File: config.mk
export PLATFORM = sky130hd
export DESIGN_NAME = osc_settle_timer
export DESIGN_NICKNAME = d
export VERILOG_FILES = /design/src/rtl/osc_settle_pkg.sv /design/src/rtl/osc_settle_cfg.sv /design/src/rtl/osc_settle_cnt.sv /design/src/rtl/osc_settle_timer.sv
export SDC_FILE = /design/constraint.sdc
export NUM_CORES = 1
export LEC_CHECK = 0
export ABC_AREA = 0
export ABC_CLOCK_PERIOD_IN_PS = 5600
export CORE_MARGIN = 3
export CORE_UTILIZATION = 50
export DETAILED_ROUTE_END_ITERATION = 6
export DONT_BUFFER_PORTS = 1
export SLEW_MARGIN = 0
export SYNTH_ARGS = -nofsm -noshare
export SYNTH_HDL_FRONTEND = slang
export SYNTH_SLANG_ARGS = --single-unit
File: constraint.sdc
create_clock -name clk -period 5.6 [get_ports clk]
set_input_delay 0.56 -clock clk [delete_from_list [all_inputs] [get_ports clk]]
set_output_delay 0.56 -clock clk [all_outputs]
set_load 0.01 [all_outputs]
File: src/rtl/osc_settle_pkg.sv
package osc_settle_pkg;

    parameter int unsigned CNT_W = 17;

    typedef logic [CNT_W-1:0] cnt_t;

    typedef struct packed {
        cnt_t warm;
        cnt_t lock;
    } settle_cfg_t;

    typedef struct packed {
        cnt_t cnt;
        logic run;
        logic pend;
        logic pulse;
    } settle_cnt_t;

    // Warm-up of zero becomes one; lock-up never below warm-up.
    function automatic settle_cfg_t settle_clamp(cnt_t warm_in, cnt_t lock_in);
        settle_cfg_t r;
        r.warm = (warm_in == '0) ? cnt_t'(1) : warm_in;
        r.lock = (lock_in < r.warm) ? r.warm : lock_in;
        return r;
    endfunction

endpackage

File: src/rtl/osc_settle_cfg.sv
module osc_settle_cfg
    import osc_settle_pkg::*;
#(
    parameter cnt_t WARM_RST = cnt_t'(16384),
    parameter cnt_t LOCK_RST = cnt_t'(65536)
) (
    input  logic clk,
    input  logic rst_n,
    input  logic we,
    input  cnt_t warm_in,
    input  cnt_t lock_in,
    output cnt_t warm_o,
    output cnt_t lock_o
);

    localparam settle_cfg_t CFG_RST = settle_clamp(WARM_RST, LOCK_RST);

    settle_cfg_t cfg_d, cfg_q;

    always_comb begin
        cfg_d = cfg_q;
        if (we) begin
            cfg_d = settle_clamp(warm_in, lock_in);
        end
    end

    always_ff @(posedge clk or negedge rst_n) begin
        if (!rst_n) begin
            cfg_q <= CFG_RST;
        end else begin
            cfg_q <= cfg_d;
        end
    end

    assign warm_o = cfg_q.warm;
    assign lock_o = cfg_q.lock;

endmodule

File: src/rtl/osc_settle_cnt.sv
module osc_settle_cnt
    import osc_settle_pkg::*;
(
    input  logic clk,
    input  logic rst_n,
    input  logic start,
    input  cnt_t warm_lim,
    input  cnt_t lock_lim,
    output cnt_t cnt_o,
    output logic run_o,
    output logic pend_o,
    output logic pulse_o
);

    localparam settle_cnt_t ST_RST = '{cnt: '0, run: 1'b0, pend: 1'b0, pulse: 1'b0};

    settle_cnt_t st_d, st_q;

    always_comb begin
        st_d       = st_q;
        st_d.pulse = 1'b0;
        if (st_q.run) begin
            st_d.cnt = st_q.cnt + cnt_t'(1);
            if (st_d.cnt == warm_lim) begin
                st_d.pulse = 1'b1;
            end
            // >= keeps the count bounded if the limit is rewritten lower mid-count
            if (st_d.cnt >= lock_lim) begin
                st_d.run  = 1'b0;
                st_d.pend = 1'b0;
            end
        end
        if (start) begin
            st_d.cnt   = '0;
            st_d.run   = 1'b1;
            st_d.pend  = 1'b1;
            st_d.pulse = 1'b0;
        end
    end

    always_ff @(posedge clk or negedge rst_n) begin
        if (!rst_n) begin
            st_q <= ST_RST;
        end else begin
            st_q <= st_d;
        end
    end

    assign cnt_o   = st_q.cnt;
    assign run_o   = st_q.run;
    assign pend_o  = st_q.pend;
    assign pulse_o = st_q.pulse;

endmodule

File: src/rtl/osc_settle_timer.sv
module osc_settle_timer
    import osc_settle_pkg::*;
#(
    parameter cnt_t WARM_RST = cnt_t'(16384),
    parameter cnt_t LOCK_RST = cnt_t'(65536)
) (
    input  logic             clk,
    input  logic             rst_n,
    input  logic             osc_start,
    input  logic             pll_en,
    input  logic             cfg_we,
    input  logic [CNT_W-1:0] cfg_warm,
    input  logic [CNT_W-1:0] cfg_lock,
    output logic             warm_done,
    output logic             lock_pending
);

    cnt_t warm_q;
    cnt_t lock_q;
    cnt_t cnt_q;
    logic run_q;
    logic pend_q;

    osc_settle_cfg #(
        .WARM_RST (WARM_RST),
        .LOCK_RST (LOCK_RST)
    ) u_cfg (
        .clk     (clk),
        .rst_n   (rst_n),
        .we      (cfg_we),
        .warm_in (cfg_warm),
        .lock_in (cfg_lock),
        .warm_o  (warm_q),
        .lock_o  (lock_q)
    );

    osc_settle_cnt u_cnt (
        .clk      (clk),
        .rst_n    (rst_n),
        .start    (osc_start),
        .warm_lim (warm_q),
        .lock_lim (lock_q),
        .cnt_o    (cnt_q),
        .run_o    (run_q),
        .pend_o   (pend_q),
        .pulse_o  (warm_done)
    );

    // Flag is defined as 0 whenever the PLL is not in use.
    assign lock_pending = pll_en & pend_q;

endmodule

==> flow_summary.json <==
{
  "io_buffers": 0,
  "rsz0062_at_grt": "false",
  "cp-end-kind": "flop",
  "hold_viol_final": 0,
  "fin_crit_ps": 3200,
  "crit_path_start_kind": "flop",
  "die_y_microns": 96.5,
  "drtIter0Drc": 143,
  "syn_nets": 539,
  "power-per-cell-area_nw_per_um2": 201,
  "maxCapViolations": 0,
  "final_core_util_pct": 53.6,
  "post-route-period-util_pct": 57.2,
  "post-cts-setup-buffers": 0,
  "drc": 0,
  "vdd_drop_max_uv": 161,
  "antenna_found_initial": 0,
  "grt_remaining_overflow": 0,
  "setup_viol": 0,
  "path_clk_slew_ps": 100,
  "die_area_sq_um": 9300,
  "slowest_delay_ps": 490,
  "layout_setup_ws_ps": 2400,
  "die_width_microns": 96.5,
  "drive_gt1_share_pct": 7.88,
  "place_congestion": 0.958,
  "routed_via_density": 6.02,
  "ctsHtreeMaxLevel": 2,
  "synth_cell_types": 53,
  "syn_inst": 466,
  "synthFlopType": "dfrtp_1",
  "synth_seq_cells": 54,
  "r2r-start": "u_cnt.cnt_o[0]",
  "drv_slew": 0,
  "initial_core_util_pct": 52.1,
  "clockBufferDepth": 2,
  "place_area_sq_um": 4090,
  "required_ps": 5800,
  "fmax_ghz": 0.312,
  "final_cells": 546,
  "path_max_fanout": 6,
  "fin_nets": 516,
  "drt_wl_total_mm": 10.7,
  "synth-edff-count": 0,
  "groute.usage.overall_pct": 24.5,
  "crit_path_top_delay_cell": "dfrtp_1",
  "reg2reg_depth": 11,
  "pre_cts_ws_ps": 2410,
  "crit_path_start": "u_cnt.cnt_o[0]",
  "cts_inserted_buffers": 5,
  "outcome": "completed",
  "r2r_slack_ps": 2400,
  "grt_pass1_vias": 3116,
  "wl_per_cell_microns": 19.6,
  "first_pass_iters": 4,
  "post-place-cells": 537,
  "tns_ps": 0,
  "ioPinCount": 41,
  "r2r-end": "u_cnt.pend_o",
  "cp_cell_sequence": "ha_1 -> nand4_1 -> nor3_2 -> xor2_1 -> ha_1 -> nand4_1 -> o41ai_1 -> a21oi_1 -> nor2b_1 -> nor3b_1 -> a221o_1",
  "relSlewSlack_pct": 35.9,
  "final_area_sq_um": 4210,
  "diodes": 0,
  "cp.arrival_ps": 3400,
  "core_area_sq_um": 7850,
  "vias": 3285,
  "crit_end": "u_cnt.pend_o",
  "place_hpwl_mm": 8.19,
  "cts_sinks": 54,
  "core.rowCount": 32,
  "finClkSkew_ps": 13.4,
  "synth.cell_area_sq_um": 4090,
  "grt_max_degree": 88,
  "area_delta_synth_final_pct": 2.81,
  "ant_nets": 0,
  "cts_resized": 0,
  "synth_area_per_cell_sq_um": 8.78,
  "synth_async_sr_flop_share_pct": 100,
  "layout_common_cells": "dfrtp_1, nand3_1, nand2_1",
  "hp-class": "input port to async pin",
  "clkLatencyLatePin_ps": 300,
  "ys_warn_count": 0,
  "cts_root_buf": "clkbuf_8",
  "nFillCells": 765,
  "worst-slew-pin-transition_ps": 952,
  "cts_tree": "done",
  "final_common_cell": "dfrtp_1",
  "p_leak_nw": 1.92,
  "worstSetupPathType": "flop to flop",
  "ys_seq_area_share_pct": 33.1,
  "grt_pass1_wl_mm": 17.3
}
-- routing by layer --
| layer | up-vias | wire [microns] | global-route usage (%) |
|---|---|---|---|
| li1 | 1606 | - | - |
| met1 | 1602 | 5030 | 35.3 |
| met2 | 71 | 5070 | 39.4 |
| met3 | 6 | 500 | 4.49 |
| met4 | 0 | 84 | 3.62 |
| met5 | - | 0 | 0 |
-- stage by stage --
| step | hold slack (ps) | power (mW) |
|---|---|---|
| after global routing | 61.6 | 0.896 |
| final | 86.9 | 0.845 |
| after detailed placement | 266 | 0.624 |
| after floorplan | 264 | 0.591 |
| after global placement | 266 | 0.619 |
| after CTS | 81.6 | 0.851 |
-- report_power, final --
group	internal, mW	leakage, nW	switching (mW)	total (mW)
sequential	0.423	0.671	0.0213	0.445
clock	0.0888	0.0452	0.130	0.218
combinational	0.0843	1.20	0.0978	0.182
-- registers in the layout (all words and copies together) (netlist names) --
signal	cells
u_cfg.warm_o	17
u_cfg.lock_o	17
u_cnt.pulse_o	1
u_cnt.cnt_o	17
u_cnt.run_o	1
u_cnt.pend_o	1
-- synth_stat cells, types with 2 or more instances --
cell,number,area share (%)
dfrtp_1,52,32
nand3_1,43,5.3
nand2_1,40,3.7
inv_1,38,3.5
ha_1,34,10
nand4_1,31,4.7
xor2_1,28,6.0
nor2_1,24,2.2
xnor2_1,18,3.9
a21oi_1,16,2.0
clkbuf_1,16,1.5
o22a_1,16,3.4
mux2_2,15,4.1
a21o_1,10,1.8
o21ai_0,10,1.2
buf_2,8,0.98
nor4_1,7,1.1
buf_1,5,0.46
nor3_1,5,0.61
buf_4,4,0.73
nor2b_1,3,0.46
o22ai_1,3,0.46
or3_1,3,0.46
a22oi_1,2,0.37
and3_1,2,0.31
dfstp_2,2,1.3
mux2i_1,2,0.49
nor3b_1,2,0.37
o211ai_1,2,0.37
o221ai_1,2,0.43
-- how the worst min path moves through the flow --
stage | end | cells past startpoint
CTS | u_cfg.lock_o[16] | 0
global route | u_cfg.lock_o[16] | 0
finish | u_cfg.lock_o[16] | 0
detailed placement | u_cfg.lock_o[9] | 0
floorplan | u_cfg.lock_o[0] | 0
global placement | u_cfg.lock_o[5] | 0
-- critical path, delay by kind of cell, from the launching register on --
family                   cells  cell delay [ps]
AO/OA/AOI/OAI                3              790
XOR/XNOR                     1              140
adder cells (fa/ha/maj)      2              620
flip-flops                   1              490
AND/OR/NAND/NOR              5             1060
-- cells by family after synthesis --
kind of cell | Yosys count | share of synthesized area (%)
buffers and inverters | 71 | 7.13
muxes | 17 | 4.62
and+or+nand+nor | 171 | 22.0
DFF | 54 | 33.1
adders and majority gates | 34 | 10.4
AOI/OAI and AO/OA | 73 | 12.9
xor gates and xnor gates | 46 | 9.85
-- layout make-up --
type / count / area, sq um / area share [%]
well taps: 102 / 128 / 3.03
multi-input cells: 341 / 2450 / 58.3
flip-flops and latches: 54 / 1350 / 32.2
clock inverters: 2 / 13.8 / 0.327
inverters: 38 / 143 / 3.39
repair buffers: 3 / 42.5 / 1.01
clock buffers: 6 / 72.6 / 1.73
-- what timing repair did --
item / 4_1_cts / 5_1_grt
endpoints found under the hold margin: 52 / 0
hold buffers: 1 / 0
endpoints found under the setup margin: 0 / 0
No activity file was read; power rests on OpenSTA's default activity.
